--- config.mk ---
export PLATFORM = sky130hd
export DESIGN_NAME = poll_wake_gate
export DESIGN_NICKNAME = d
export VERILOG_FILES = /design/src/rtl/poll_wake_pkg.sv /design/src/rtl/poll_phase_timer.sv /design/src/rtl/poll_interval_chk.sv /design/src/rtl/poll_wake_gate.sv
export SDC_FILE = /design/constraint.sdc
export NUM_CORES = 1
export LEC_CHECK = 0
export ABC_AREA = 1
export ABC_CLOCK_PERIOD_IN_PS = 2570
export BUFFER_PORTS_ARGS = -buffer_cell sky130_fd_sc_hd__buf_2
export CAP_MARGIN = 20
export CELL_PAD_IN_SITES_DETAIL_PLACEMENT = 1
export CELL_PAD_IN_SITES_GLOBAL_PLACEMENT = 2
export CORE_MARGIN = 3
export CORE_UTILIZATION = 30
export CTS_BUF_LIST = sky130_fd_sc_hd__clkbuf_8
export DETAILED_ROUTE_END_ITERATION = 8
export MAX_ROUTING_LAYER = met4
export PLACE_DENSITY = 0.88
export SLEW_MARGIN = 30
export SYNTH_ARGS = -nofsm -noshare
export SYNTH_HDL_FRONTEND = slang
export SYNTH_SLANG_ARGS = --single-unit
--- constraint.sdc ---
create_clock -name clk -period 2.57 [get_ports clk]
set_clock_uncertainty 0.15 [all_clocks]
set_input_delay 0.1285 -clock clk [delete_from_list [all_inputs] [get_ports clk]]
set_output_delay 0.1285 -clock clk [all_outputs]
set_load 0.005 [all_outputs]
--- src/rtl/poll_wake_pkg.sv ---
package poll_wake_pkg;
  typedef enum logic [1:0] {
    M_SLEEP = 2'd0,
    M_START = 2'd1,
    M_CHECK = 2'd2,
    M_RECV  = 2'd3
  } pw_mode_t;
endpackage

--- src/rtl/poll_phase_timer.sv ---
// Counts extended-clock ticks while a timed phase runs; done pulses on the
// tick that completes len ticks (len of zero finishes on the first tick).
module poll_phase_timer #(
  parameter int DW = 16
) (
  input  logic          clk,
  input  logic          rst,
  input  logic          tick,
  input  logic          run,
  input  logic [DW-1:0] len,
  output logic          done
);
  logic [DW-1:0] cnt_q;
  logic [DW:0]   next_v;

  assign next_v = {1'b0, cnt_q} + 1'b1;
  assign done   = run && tick && (next_v >= {1'b0, len});

  always_ff @(posedge clk) begin
    if (rst || !run || done) cnt_q <= '0;
    else if (tick)           cnt_q <= cnt_q + 1'b1;
  end
endmodule

--- src/rtl/poll_interval_chk.sv ---
// Measures ticks between sampled demodulator edges and grades each interval.
module poll_interval_chk #(
  parameter int CW = 8
) (
  input  logic          clk,
  input  logic          rst,
  input  logic          tick,
  input  logic          active,
  input  logic          edge_seen,
  input  logic [CW-1:0] lo,
  input  logic [CW-1:0] hi,
  output logic          pass,
  output logic          fail
);
  logic          armed_q;
  logic [CW-1:0] cnt_q;
  logic [CW:0]   inc_v;

  assign inc_v = {1'b0, cnt_q} + 1'b1;

  always_comb begin
    pass = 1'b0;
    fail = 1'b0;
    if (active && tick && armed_q) begin
      if (edge_seen) begin
        if (cnt_q < lo) fail = 1'b1;
        else            pass = 1'b1;
      end else if (inc_v >= {1'b0, hi}) begin
        fail = 1'b1;
      end
    end
  end

  always_ff @(posedge clk) begin
    if (rst || !active) begin
      armed_q <= 1'b0;
      cnt_q   <= '0;
    end else if (tick) begin
      if (edge_seen) begin
        armed_q <= 1'b1;
        cnt_q   <= {{(CW-1){1'b0}}, 1'b1};
      end else if (armed_q && !fail) begin
        cnt_q   <= cnt_q + 1'b1;
      end
    end
  end

  // a running interval never reaches the upper limit
  assert_count_window_R6: assert property (@(posedge clk) disable iff (rst)
    (armed_q && hi > 1) |-> (cnt_q < hi));
endmodule

--- src/rtl/poll_wake_gate.sv ---
module poll_wake_gate
  import poll_wake_pkg::*;
#(
  parameter int CW = 8,
  parameter int BW = 6,
  parameter int DW = 16
) (
  input  logic          clk,
  input  logic          rst,
  input  logic          tick,
  input  logic          demod_in,
  input  logic [CW-1:0] lim_lo,
  input  logic [CW-1:0] lim_hi,
  input  logic [BW-1:0] bits_req,
  input  logic [DW-1:0] sleep_len,
  input  logic [DW-1:0] start_len,
  input  logic          poll_cmd,
  output logic          rx_en,
  output logic [1:0]    mode,
  output logic          data_sel,
  output logic          data_out
);
  pw_mode_t      mode_q, mode_d;
  logic          smp_q, edge_w;
  logic [CW-1:0] lo_q, hi_q;
  logic [BW-1:0] nreq_q, passed_q;
  logic [BW:0]   pass_inc;
  logic          goal, phase_done, iv_pass, iv_fail, timed_run;
  logic [DW-1:0] phase_len;
  logic          rx_en_q, data_sel_q, data_out_q;

  assign edge_w    = demod_in ^ smp_q;
  assign timed_run = (mode_q == M_SLEEP) || (mode_q == M_START);
  assign phase_len = (mode_q == M_SLEEP) ? sleep_len : start_len;
  assign pass_inc  = {1'b0, passed_q} + 1'b1;
  assign goal      = pass_inc >= {1'b0, nreq_q};

  poll_phase_timer #(.DW(DW)) u_timer (
    .clk(clk), .rst(rst), .tick(tick), .run(timed_run),
    .len(phase_len), .done(phase_done)
  );

  poll_interval_chk #(.CW(CW)) u_ivchk (
    .clk(clk), .rst(rst), .tick(tick), .active(mode_q == M_CHECK),
    .edge_seen(edge_w), .lo(lo_q), .hi(hi_q), .pass(iv_pass), .fail(iv_fail)
  );

  always_ff @(posedge clk) begin
    if (rst)       smp_q <= 1'b0;
    else if (tick) smp_q <= demod_in;
  end

  // settings follow the inputs only while asleep
  always_ff @(posedge clk) begin
    if (rst) begin
      lo_q   <= '0;
      hi_q   <= '0;
      nreq_q <= '0;
    end else if (mode_q == M_SLEEP) begin
      lo_q   <= lim_lo;
      hi_q   <= lim_hi;
      nreq_q <= bits_req;
    end
  end

  always_ff @(posedge clk) begin
    if (rst || mode_q != M_CHECK) passed_q <= '0;
    else if (iv_pass)             passed_q <= passed_q + 1'b1;
  end

  always_comb begin
    mode_d = mode_q;
    unique case (mode_q)
      M_SLEEP: if (phase_done) mode_d = M_START;
      M_START: if (phase_done) mode_d = M_CHECK;
      M_CHECK: begin
        if (iv_fail)              mode_d = M_SLEEP;
        else if (iv_pass && goal) mode_d = M_RECV;
      end
      M_RECV:  if (tick && poll_cmd) mode_d = M_SLEEP;
      default: mode_d = M_SLEEP;
    endcase
  end

  always_ff @(posedge clk) begin
    if (rst) begin
      mode_q     <= M_SLEEP;
      rx_en_q    <= 1'b0;
      data_sel_q <= 1'b0;
      data_out_q <= 1'b1;
    end else begin
      mode_q     <= mode_d;
      rx_en_q    <= (mode_d != M_SLEEP);
      data_sel_q <= (mode_d == M_RECV);
      data_out_q <= (mode_q == M_RECV) ? smp_q : 1'b1;
    end
  end

  assign mode     = mode_q;
  assign rx_en    = rx_en_q;
  assign data_sel = data_sel_q;
  assign data_out = data_out_q;

  // sleep leads only to startup
  assert_sleep_exit_R2: assert property (@(posedge clk) disable iff (rst)
    (mode_q == M_SLEEP) |=> (mode_q == M_SLEEP || mode_q == M_START));
  // mode moves only on ticks
  assert_tick_only_R2: assert property (@(posedge clk) disable iff (rst)
    !tick |=> $stable(mode_q));
  // startup leads only to bitcheck
  assert_start_exit_R3: assert property (@(posedge clk) disable iff (rst)
    (mode_q == M_START) |=> (mode_q == M_START || mode_q == M_CHECK));
  // receiving mode is entered only from bitcheck
  assert_recv_entry_R7: assert property (@(posedge clk) disable iff (rst)
    (mode_q == M_SLEEP || mode_q == M_START) |=> (mode_q != M_RECV));
  // receiving mode holds without a command
  assert_recv_hold_R9: assert property (@(posedge clk) disable iff (rst)
    (mode_q == M_RECV && !(tick && poll_cmd)) |=> (mode_q == M_RECV));
endmodule

* Word level (Yosys, flattened, before mapping)
Cells that the tools add are included.
** Word-level totals
- Register bits :: 59
** Operators by class
- Reductions and logical operators :: 21
- Eq/ne operators :: 5
- Add/subtract/negate cells :: 6
- Bitwise logic cells :: 2
- Magnitude comparators :: 4
- Muxes and demuxes :: 16
** Operators with widths (count)
- adder 16 x 1 -> 17 bit, second input constant :: 1
- >= comparator 17 x 16 -> 1 bit :: 1
- adder 16 x 1 -> 16 bit, second input constant :: 1
- 2-to-1 mux 16 bit :: 1
- 2-to-1 mux 8 bit :: 2
- 2-to-1 mux 2 bit :: 5
- adder 8 x 1 -> 9 bit, second input constant :: 1
- >= comparator 9 x 8 -> 1 bit :: 1
- adder 8 x 1 -> 8 bit, second input constant :: 1
- less-than comparator 8 bit :: 1
- case mux 2 bit (4 select lines) :: 1
- adder 6 x 1 -> 7 bit, second input constant :: 1
- >= comparator 7 x 6 -> 1 bit :: 1
- logical AND 1 bit :: 7
- 2-to-1 mux 1 bit :: 7
- adder 6 x 1 -> 6 bit, second input constant :: 1
- equality test 2 bit, second input constant :: 3
- logical OR 1 bit :: 5
- AND reduction 2 bit :: 2
- nonzero test 2 bit :: 2
- logical NOT 1 bit :: 3
- equality test 2 x 1 -> 1 bit, second input constant :: 1
- logical NOT 2 bit :: 1
- inequality test 2 bit, second input constant :: 1
- 3 further kinds :: 3

* Logic depth before layout (Yosys ltp)
Gate-level depths: netlist (run 1).
- Depth in word-level cells :: 9
- Gate-level depth with buffers :: 23

* Cells and area by module
Synthesis (run 1) repeated with hierarchy kept, for this count alone.
** Unflattened totals
- Cells, all modules :: 615
- Area total of the unflattened synthesis :: 4063.9 µm²
** Modules (own cells, without submodules)
- poll_wake_gate :: seq. area each 680.7 µm², instances 1, cells an instance 240, area each 1674.1 µm²
- poll_phase_timer :: seq. area each 320.3 µm², instances 1, cells an instance 229, area each 1437.6 µm²
- poll_interval_chk :: seq. area each 180.2 µm², instances 1, cells an instance 146, area each 952.2 µm²

* Worst setup path before layout (run 1)
No wires, ideal clock.
- Kind :: flip-flop to flip-flop
- From :: register u_timer.cnt_q[0]
- To :: register u_timer.cnt_q[10]
- Buffers on the path :: 1
- Arrival time :: 2.632 ns
- Clock period less this slack :: 2.846 ns
- Stages on the path, launching flop included :: 21
- Setup time :: 0.064 ns
- Setup slack :: -0.276 ns
- Cells stage by stage :: dfxtp_1 -> ha_1 -> nand3_2 -> nor3_4 -> nand3_2 -> nor2_4 -> nand3_2 -> nor2_2 -> xor2_1 -> inv_1 -> ha_1 -> nand2_1 -> inv_1 -> nand4_1 -> nor3_1 -> nor3_1 -> nand2_2 -> nand2_2 -> nand3_4 -> buf_6 -> nor2_1
** Between the ends
- Longest elaborated chain between the ends :: 4
- Elaborated cells on any way between the ends :: 5
- Classes of those cells :: add/sub: 2; order compare: 1; reduce/logical: 2
** RTL lines
- from (decl) :: line poll_phase_timer.sv:13 : logic [DW-1:0] cnt_q;
- from (signal assigned) :: line poll_phase_timer.sv:21 : else if (tick) cnt_q <= cnt_q + 1'b1;
- adder 16 x 1 -> 17 bit :: line poll_phase_timer.sv:16 : assign next_v = {1'b0, cnt_q} + 1'b1;
- net u_timer.next_v[14] :: line poll_phase_timer.sv:14 : logic [DW:0] next_v;
- >= comparator 17 x 16 -> 1 bit :: line poll_phase_timer.sv:17 : assign done = run && tick && (next_v >= {1'b0, len});
- logical AND 1 bit :: line poll_phase_timer.sv:17
- logical OR 1 bit :: line poll_phase_timer.sv:20 : if (rst || !run || done) cnt_q <= '0;
The timed path passes the listed nets, and every way through them passes these cells.
A chain may end at the register's enable or synchronous reset.

* Worst setup path in the final report (run 1)
- From :: register u_timer.cnt_q[0]
- To :: register u_timer.cnt_q[5]
The elaborated chain is that of the path after synthesis.

==> key figures, run 1 <==
Layout
  • ANT cells: 0
  • Area delta synth->final: 45.6%
  • Nets: around 760
  • Fin util: between 40% and 50%
  • Layout cells sized above 1: between 30% and 40%

Global routing
  • Number of global-route vias before repair: between 4k and 5k
  • Overflow after GRT: 0
  • Largest net degree at the start of global routing: 43
  • First-pass GRT wire length: 19.1 mm
  • Initial antenna violation count: 0
  • Total global routing track utilization: between 10% and 20%

Critical path
  • Crit. End Element: flip-flop
  • Critical Path AT: 3.20 ns
  • Crit path max fanout: 8
  • Slowest CP cell: dfxtp_4
  • Max stage delay on crit path: 0.37 ns
  • Cells along the critical path: ha_4 -> nand3_4 -> nor3_4 -> nand3_2 -> nor2_4 -> nand3_4 -> xor2_2 -> ha_1 -> a21oi_1 -> nand2_2 -> a21oi_2 -> nand2_1 -> nand2_1 -> nand2_1 -> nand2_1 -> nand2_2 -> nand2_4 -> buf_12 -> nand3_4 -> nor2_1
  • Crit path kind: flip-flop to flip-flop
  • Worst Path Required: 2.69 ns
  • Cell mode on critical path: nand2_1
  • Crit start category: flip-flop

Clock network
  • TritonCTS Sinks: 59
  • Clock latency on the worst-skew pair: ~0.34 ns
  • Clk root buf: clkbuf_8
  • Clk slew on worst S/H paths: approximately 0.070 ns
  • CTS buffer count: 9
  • CTS tree: done
  • CTS H-tree lvls: 3
  • CTS Buffer Depth: 2

STA
  • Final setup fails: 21
  • Final period utilization: 120%
  • Max Fclk: 326 MHz
  • Worst Tran Pin Value: 0.640 ns
  • RSZ-0062 raised after global routing: true
  • Slew margin rel.: 57.3%
  • Final hold vios: 0
  • Final setup margin: -0.501 ns
  • Final slew viol count: 0
  • Tmin final: 3.07 ns

Route
  • Drt drc: 0
  • Post-route ant nets: 0
  • Initial DRC Count: 94
  • DRT Pass-1 Iters: 4
  • Met2 WL: about 6.5 mm
  • Wire per inst: between 10 and 15 um
  • Vias per cell: 4.71
  • Routed WL: 12.1 mm
  • Top Metal Used: met4
  • Metal3 WL: around 310 um
  • Vias: ~4k
  • M1 WL: just under 5 mm

Floorplanning
  • Core area: 12200 um^2
  • Die area: 14100 um^2
  • IO Pins: 64
  • FP Rows: 40
  • Initial Util: 31.1%
  • Die span in y: 119 um
  • Die W: between 100 and 150 um

Logic synthesis
  • Ys async rst share: 0%
  • Synthesized area per cell: 7.31 um^2
  • Register area share after synthesis: 31.1%
  • Synth unique cells: 35
  • Post-synth EDFFs: 0
  • Synthesis warning total: 0
  • Syn Nets: 619
  • Synth Cell Area: 3800 um^2
  • Top FF cell, synth: dfxtp_1
  • FF+latch count, synth: 59
  • Post-Synthesis Cells: 520

Job
  • Max-cap viol count: 0

Status
  • Failing checks: negative setup slack
  • Status: finished with violations

Placement
  • Routability cong.: 0.872
  • Dpl hpwl: 8.55 mm
  • I/O Buffers: 63

Power
  • Power density over the cells: just under 400 nW/um^2
  • Overall power: 2150 uW
  • LEAKAGE: between 0.002 and 0.003 uW
  • Peak supply drop: 0.183 mV

Worst hold path
  • Worst hold path type: input pin to flip-flop
cells by family after synthesis:
family | count (synthesis) | share of synthesized area, %
AND/OR/NAND/NOR | 190 | 22.9
adder cells (fa/ha/maj) | 40 | 13.2
flip-flops | 59 | 31.1
buffers and inverters | 89 | 9.18
XOR/XNOR | 24 | 5.72
AO/OA/AOI/OAI | 103 | 14.1
multiplexers | 15 | 3.95
synthesized netlist by cell type (2+ instances only):
cell type | count | area (um^2)
o21ai_0 | 42 | 210
clkbuf_1 | 9 | 33.8
nand2_4 | 2 | 22.5
mux2i_1 | 15 | 150
nor3_1 | 8 | 40.0
nor2_1 | 48 | 180
nand3_1 | 17 | 85.1
inv_1 | 68 | 255
o21a_1 | 2 | 15.0
nand3_2 | 3 | 30.0
o21ai_1 | 5 | 25.0
nand4_1 | 6 | 37.5
ha_1 | 40 | 500
dfxtp_1 | 59 | 1180
nand2_1 | 91 | 342
xnor2_1 | 2 | 17.5
a21oi_1 | 50 | 250
nor2_2 | 3 | 18.8
nand3b_1 | 2 | 15.0
nand2_2 | 4 | 25.0
xor2_1 | 21 | 184
buf_2 | 3 | 15.0
nor2_4 | 3 | 33.8
inv_2 | 6 | 22.5
metal layers:
layer / up-vias / track usage [%]
met5: - / -
met2: 68 / 32.1
met1: 1860 / 18.2
li1: 1979 / -
met4: 0 / 4.85
met3: 25 / 3.01
layout by cell type, fill, tap and decap left out, types with 11 or more instances in the layout:
cell	count
nor2_1	36
nand2_2	13
xor2_1	15
buf_2	63
o21ai_0	41
nand3_1	12
clkbuf_8	11
a21oi_1	41
dlygate4sd3_1	25
ha_1	36
buf_4	54
dfxtp_1	52
inv_1	67
mux2i_1	15
nand2_1	78
registers in the layout (all words and copies together), names as in the netlist, 2 cells and up:
signal and count:
lo_q 8, nreq_q 6, mode 2, u_ivchk.cnt_q 8
passed_q 6, hi_q 8, u_timer.cnt_q 16
report_power, final:
part,total (uW),internal [uW],switching [uW]
clock network,771,389,382
registers,972,950,22.4
logic,409,186,223
total,2150,1530,627
worst max-delay path: cells and delay by family, from the launching register on:
family | cells | cell delay, ns
simple gates | 14 | 1.47
fa+ha+maj | 2 | 0.46
flops | 1 | 0.37
compound gates | 2 | 0.28
xor+xnor | 1 | 0.17
buf+inv | 1 | 0.11
path summary, 6_finish.rpt:
kind,startpoint,to,slack (ns),cells after the start
min reg2reg,lo_q[5],lo_q[5],0.31,2
min,poll_cmd,mode[1],0.17,6
max reg2reg,u_timer.cnt_q[0],u_timer.cnt_q[5],-0.50,20
max,u_timer.cnt_q[0],u_timer.cnt_q[5],-0.50,20
final cells by class:
cell class	instances	area [um^2]
Inverter	75	287
Tap cell	168	210
Clock buffer	11	151
Fill cell	1536	6680
Sequential cell	59	1200
Timing Repair Buffer	144	1010
Multi-Input combinational cell	373	2660
Clock inverter	5	21.3
metrics by stage:
step | instances | setup TNS [ns] | hold WS (ns) | setup WS, ns | cell area [um^2]
after CTS | 826 | -8.29 | 0.144 | -0.498 | 5210
after global routing | 835 | -15.27 | 0.192 | -0.798 | 5540
final | 835 | -8.85 | 0.167 | -0.501 | 5540
after floorplan | 520 | -2.50 | 0.0509 | -0.179 | 3830
after detailed placement | 781 | -9.49 | 0.200 | -0.477 | 4630
after global placement | 781 | -5.91 | 0.196 | -0.353 | 4630
what timing repair did:
item                                    4_1_cts  5_1_grt
hold endpoints to repair                     26        0
endpoints found under the setup margin       27       28
gates cloned                                  1        0
resized for setup                            29       59
setup buffers                                 3        9
hold buffers                                 25        0
pin swaps                                    10       18
(Power assumes the default switching activity.)
==> run 2, diff against run 1 <==
- CORE_MARGIN: 3 -> not set
- CTS_CLUSTER_DIAMETER: not set -> 40
==> run 2 against run 1 <==
The flow still finishes with violations (negative setup slack). Total power increased by 10%. Worst setup slack got worse by 0.12 ns. Register-to-register slack got worse by 0.12 ns. Non-clock buffer count increased by 9. Count of clock-buffer cells in the layout unchanged. Via count increased by 2.0%. Critical path type unchanged. Largest cell class unchanged.
==> key figures, run 2 (same netlist as run 1, synthesis figures left out) <==
Critical path
  • Worst Path Required: 2.70 ns
  • Max stage delay on crit path: 0.37 ns
  • Cell mode on critical path: nand2_1
  • Worst Setup SP: u_timer.cnt_q[0]
  • Slowest CP cell: dfxtp_4
  • Critical Path AT: ~3.3 ns
  • Crit path max fanout: 8
  • Crit path buf inv count: 2
  • Crit start category: flip-flop
  • Cells along the critical path: ha_4 -> nand3_4 -> nor3_4 -> nand3_2 -> nor2_4 -> buf_6 -> xor2_4 -> ha_1 -> nand2_1 -> inv_1 -> nand2_4 -> nor2_2 -> a21oi_2 -> nand2_1 -> nand2_1 -> nand2_1 -> nand2_1 -> nand2_2 -> nand2_4 -> nand3_4 -> a21oi_2
  • Reg-to-reg startpoint: u_timer.cnt_q[0]
  • Crit path kind: flip-flop to flip-flop
  • CP delay by family, top: simple AND/OR/NAND/NOR gates
  • Crit. End Element: flip-flop

Worst hold path
  • Hold path start: poll_cmd
  • Worst hold path type: input pin to flip-flop

Clock network
  • Clock latency on the worst-skew pair: 0.35 ns
  • CTS tree: done
  • TritonCTS Sinks: 59
  • Clk root buf: clkbuf_8
  • CTS Buffer Depth: 2
  • Clk slew on worst S/H paths: 0.07 ns
  • CTS buffer count: 9
  • CTS H-tree lvls: 3

STA
  • Final hold vios: 0
  • Final setup margin: -0.617 ns
  • Tmin final: 3.19 ns
  • Final slew viol count: 0
  • Worst Tran Pin Value: 0.645 ns
  • Max Fclk: roughly 310 MHz
  • Final setup fails: 24
  • RSZ-0062 raised after global routing: true
  • Final period utilization: 124%
  • Slew margin rel.: a little under three fifths

Power
  • Clock Power Share: 41.1%
  • Switching portion of total power: 27.2%
  • Pint: 1720 uW
  • Reg power frac: 41.1%
  • LEAKAGE: approximately 0.0028 uW
  • Peak supply drop: 0.282 mV
  • Sw Pwr: 644 uW
  • Power density over the cells: 417 nW/um^2
  • Combinational power share: 17.8%

Layout
  • ANT cells: 0
  • Final non-filler cell total: 842
  • Commonest non-fill, non-tap cell in the layout: nand2_1
  • Largest register FFs: 16
  • Most frequent cells in the layout: nand2_1, inv_1, buf_2
  • Nets: 770
  • Fin area: ~5700 um^2
  • Layout cells sized above 1: 35.5%
  • Biggest register: u_timer.cnt_q
  • Fill count: 1493
  • Area delta synth->final: 49.2%

Route
  • Routed WL: roughly 13 mm
  • Vias: 4011
  • Post-route ant nets: 0
  • Vias per cell: 4.76
  • DRT Pass-1 Iters: 4
  • Wire per inst: 15.4 um
  • Drt drc: 0
  • Initial DRC Count: 114

Global routing
  • First-pass GRT wire length: between 15 and 20 mm
  • Largest net degree at the start of global routing: between 40 and 50
  • Overflow after GRT: 0
  • Initial antenna violation count: 0
  • Total global routing track utilization: 19.8%
  • Number of global-route vias before repair: between 4k and 5k

Status
  • Status: finished with violations
  • Failing checks: negative setup slack

Floorplanning
  • FP Rows: 40
  • Die area: 13100 um^2
  • Die span in y: approximately 110 um
  • Core area: 12200 um^2
  • IO Pins: 64
  • Die W: approximately 110 um
  • Initial Util: ~31%

Job
  • Max-cap viol count: 0

Placement
  • Dpl hpwl: 8.27 mm
  • DP Area: 4600 um^2
  • I/O Buffers: 63
  • Placed insts: 777
  • Routability cong.: 0.828
[run 2: cell count changes in the layout (fill, tap and decap cells not counted), sizes merged]
cell,change
clkinv,-2
buf,+9
bufinv,+2
inv,-2
[run 2: final cells by class]
cell class	count	area, um^2	share of cell area, %
timing repair buffer	153	1070	18.9
multi-input combinational	373	2690	47.4
sequential	59	1200	21.2
clock inverter	3	63.8	1.12
tap	168	210	3.70
inverter	75	284	5.01
clock buffer	11	151	2.67
[run 2: path summary, 6_finish.rpt]
path | slack, ns | end | cells past startpoint
max | -0.62 | u_timer.cnt_q[2] | 21
max reg2reg | -0.62 | u_timer.cnt_q[2] | 21
min reg2reg | 0.31 | lo_q[0] | 2
min | 0.15 | mode[1] | 6
[run 2: worst reg2reg max path: stages, from the launching register on]
cell and delay, ns:
dfxtp_4 0.37, ha_4 0.14, nand3_4 0.09, nor3_4 0.21, nand3_2 0.13, nor2_4 0.18
buf_6 0.13, xor2_4 0.18, ha_1 0.27, nand2_1 0.07, inv_1 0.06, nand2_4 0.09
nor2_2 0.05, a21oi_2 0.15, nand2_1 0.09, nand2_1 0.06, nand2_1 0.06, nand2_1 0.09
nand2_2 0.09, nand2_4 0.12, nand3_4 0.17, a21oi_2 0.18
[run 2: metal layers]
layer / track usage, % / vias to the layer above / wire (um)
met5: - / - / 0
met4: 8.66 / 0 / 391
met3: 3.28 / 33 / 366
met2: 36.0 / 78 / 6700
met1: 21.1 / 1909 / 5530
li1: - / 1991 / -
[run 2: metrics by stage]
step | setup TNS (ns) | power (uW) | hold WS (ns) | util (%) | setup WS, ns
global route | -14.64 | 2480 | 0.192 | 46.7 | -0.773
floorplan | -2.50 | 1190 | 0.0509 | - | -0.179
CTS | -8.05 | 2350 | 0.119 | 43.7 | -0.469
detailed placement | -9.19 | 1330 | 0.192 | 37.8 | -0.489
finish | -11.12 | 2370 | 0.150 | 46.7 | -0.617
global placement | -5.39 | 1310 | 0.189 | 37.8 | -0.318
[run 2: power by group through the flow]
stage,clock (uW),sequential [uW],combinational (uW)
2_1_floorplan,0,990,201
3_3_place_gp,0,992,316
3_5_place_dp,0,993,333
4_1_cts,988,973,387
5_1_grt,1030,977,471
6_report,972,973,422
[run 2: what timing repair did]
item	4_1_cts	5_1_grt
hold endpoints to repair	25	0
pin swaps	10	41
setup buffers	15	10
cloned	1	0
resized for setup	28	67
setup endpoints to repair	27	27
hold buffers	25	0
==> run 3, diff against run 2 <==
- BUFFER_PORTS_ARGS: -buffer_cell sky130_fd_sc_hd__buf_2 -> not set
- CORE_UTILIZATION: 30 -> 34
- DONT_BUFFER_PORTS: not set -> 1
- SETUP_SLACK_MARGIN: not set -> 0.05
==> run 3 against run 2 <==
Wire length shrank 1.8%. Critical path type unchanged. Sequential share of layout area grew 0.66 points. Die area shrank 12%. Worst setup slack gained 0.066 ns. Total power grew 5.3%. Flip-flop and latch count is the same. The flow still finishes with violations (negative setup slack). Hold slack lost 0.12 ns. Critical endpoint is now u_timer.cnt_q[15]. Fmax grew 2.1%.
==> key figures, run 3 (same netlist as run 1, synthesis figures left out) <==
Status
  • Status: finished with violations
  • Failing checks: negative setup slack

Critical path
  • Worst Path Required: 2.72 ns
  • Register-to-register setup slack: -0.55 ns
  • CP delay by family, top: simple AND/OR/NAND/NOR gates
  • Slowest CP cell: dfxtp_1
  • R2R depth: 21
  • Crit path kind: flip-flop to flip-flop
  • Crit path max fanout: 8
  • Cell mode on critical path: nand2_1
  • Worst R2R End: u_timer.cnt_q[15]
  • Crit path buf inv count: 3
  • Cells along the critical path: inv_1 -> nor2_1 -> nand4_1 -> nor2_2 -> nand4_1 -> xor2_2 -> ha_1 -> nand2_1 -> inv_2 -> nand2_4 -> nor2_2 -> a21oi_2 -> nand2_1 -> nand2_1 -> nand2_1 -> nand2_2 -> nand2_4 -> nand2_4 -> buf_12 -> nand3_4 -> nor2_1
  • Crit start category: flip-flop
  • Crit. End Element: flip-flop
  • Critical Path AT: approximately 3.3 ns
  • Reg-to-reg startpoint: u_timer.cnt_q[3]
  • Max stage delay on crit path: 0.40 ns

STA
  • Final period utilization: 121%
  • Final setup margin: -0.551 ns
  • Final setup fails: 19
  • RSZ-0062 raised after global routing: true
  • Max Fclk: 320 MHz
  • Final slew viol count: 0
  • Final hold vios: 0
  • Worst Tran Pin Value: 0.809 ns
  • Tmin final: 3.12 ns
  • Slew margin rel.: 45.9%

Global routing
  • Number of global-route vias before repair: 4108
  • Total global routing track utilization: 22.5%
  • Met2 Usage GRT: 39.7%
  • GR peak layer: met2
  • First-pass GRT wire length: around 19 mm
  • Largest net degree at the start of global routing: 43
  • Grt met3 use: ~4.6%
  • Overflow after GRT: 0
  • Met1 Use GR: 25.0%
  • Initial antenna violation count: 0

Power
  • Pint: roughly 1800 uW
  • Switching portion of total power: 26.3%
  • Power density over the cells: 453 nW/um^2
  • Reg power frac: approximately two fifths
  • LEAKAGE: 0.00262 uW
  • Clock Power Share: a little under half
  • Combinational power share: between 10% and 20%
  • Peak supply drop: between 0.3 and 0.4 mV
  • Sw Pwr: about 650 uW

Clock network
  • CTS H-tree lvls: 3
  • CTS Buffer Depth: 2
  • Clk slew on worst S/H paths: 0.08 ns
  • TritonCTS Sinks: 59
  • CTS tree: done
  • Clk root buf: clkbuf_8
  • Clock latency on the worst-skew pair: around 0.37 ns
  • CTS buffer count: 9

Worst hold path
  • Hold path start: rst
  • Hold Crit Depth: 3
  • End of the worst hold path: u_timer.cnt_q[8]
  • Worst hold path type: input pin to flip-flop

Route
  • Wire per inst: 16.6 um
  • Vias per cell: 4.98
  • Post-route ant nets: 0
  • DRT Pass-1 Iters: 5
  • Initial DRC Count: 102
  • Routed WL: between 10 and 15 mm
  • Vias: 3820
  • Drt drc: 0

Placement
  • Placed insts: 690
  • Dpl hpwl: 7.89 mm
  • Routability cong.: 0.796
  • I/O Buffers: 0
  • Post-place setup slack: -0.539 ns

Layout
  • ANT cells: 0
  • Commonest non-fill, non-tap cell in the layout: nand2_1
  • Fin util: 50.6%
  • Area delta synth->final: 44.7%
  • Largest register FFs: 16
  • Final non-filler cell total: around 770
  • Fill count: 1270
  • Biggest register: u_timer.cnt_q
  • Layout cells sized above 1: 28.1%
  • Nets: just over 700
  • Most frequent cells in the layout: nand2_1, inv_1, buf_4

Floorplanning
  • Die area: 11600 um^2
  • Core area: 10900 um^2
  • FP Rows: 38
  • Initial Util: 34.9%
  • Die span in y: 108 um
  • IO Pins: 64
  • Die W: 108 um

Job
  • Max-cap viol count: 0
run 3: changes by cell type in the layout (fill, tap and decap cells not counted), moves of 3 or more:
cell / delta
buf_2: -63
dlygate4sd3_1: +9
buf_4: +4
nor2_1: +4
nand2_2: -3
run 3: metrics by stage:
step                cell area, um^2  TNS [ns]  hold slack (ns)  total power [uW]
floorplan                      3830     -2.50           0.0509              1190
global placement               4290     -5.79           0.0872              1260
detailed placement             4290     -9.92           0.0831              1280
CTS                            5200     -7.46          0.00220              2480
global route                   5500    -13.00           0.0440              2590
finish                         5500     -9.42           0.0337              2490
run 3: power groups by stage:
stage | Sequential, uW | Clock (uW) | Combinational, uW
after floorplan | 990 | 0 | 201
after global placement | 991 | 0 | 270
after detailed placement | 993 | 0 | 285
after CTS | 972 | 1160 | 350
after global routing | 974 | 1190 | 432
final | 970 | 1140 | 388
run 3: worst max-delay path by stage:
stage                                 from                end  slack, ns  cells after the start
after floorplan           u_timer.cnt_q[0]  u_timer.cnt_q[10]      -0.18                     20
after global placement    u_timer.cnt_q[0]   u_timer.cnt_q[1]      -0.33                     21
after detailed placement  u_timer.cnt_q[1]   u_timer.cnt_q[2]      -0.54                     21
after CTS                 u_timer.cnt_q[1]   u_timer.cnt_q[7]      -0.41                     22
after global routing      u_timer.cnt_q[3]  u_timer.cnt_q[15]      -0.73                     21
final                     u_timer.cnt_q[3]  u_timer.cnt_q[15]      -0.55                     21
run 3: final cells by class:
class                           instances  area (um^2)  share of cell area, %
Clock buffer                           12          165                   3.00
Tap cell                              140          175                   3.18
Timing Repair Buffer                  104          907                   16.5
Inverter                               75          284                   5.16
Multi-Input combinational cell        373         2680                   48.6
Clock inverter                          4         95.1                   1.73
Sequential cell                        59         1200                   21.8
run 3: timing repair:
item,in CTS,in global routing
endpoints found under the setup margin,27,28
resized for setup,36,51
cloned,1,0
hold buffers,33,1
buffers inserted,19,7
pin swaps,3,24
hold endpoints to repair,42,1
run 3: tightest hold or removal path, cell delays in order:
cell and delay, ns:
inv_1 0.12, nand3_4 0.21, nor2_2 0.04
run 3: routing by layer:
metal  up-vias  part of all wire, %
li1       1892                    -
met3        17                  2.6
met4         0                  1.5
met5         -                    0
met1      1839                   44
met2        72                   52
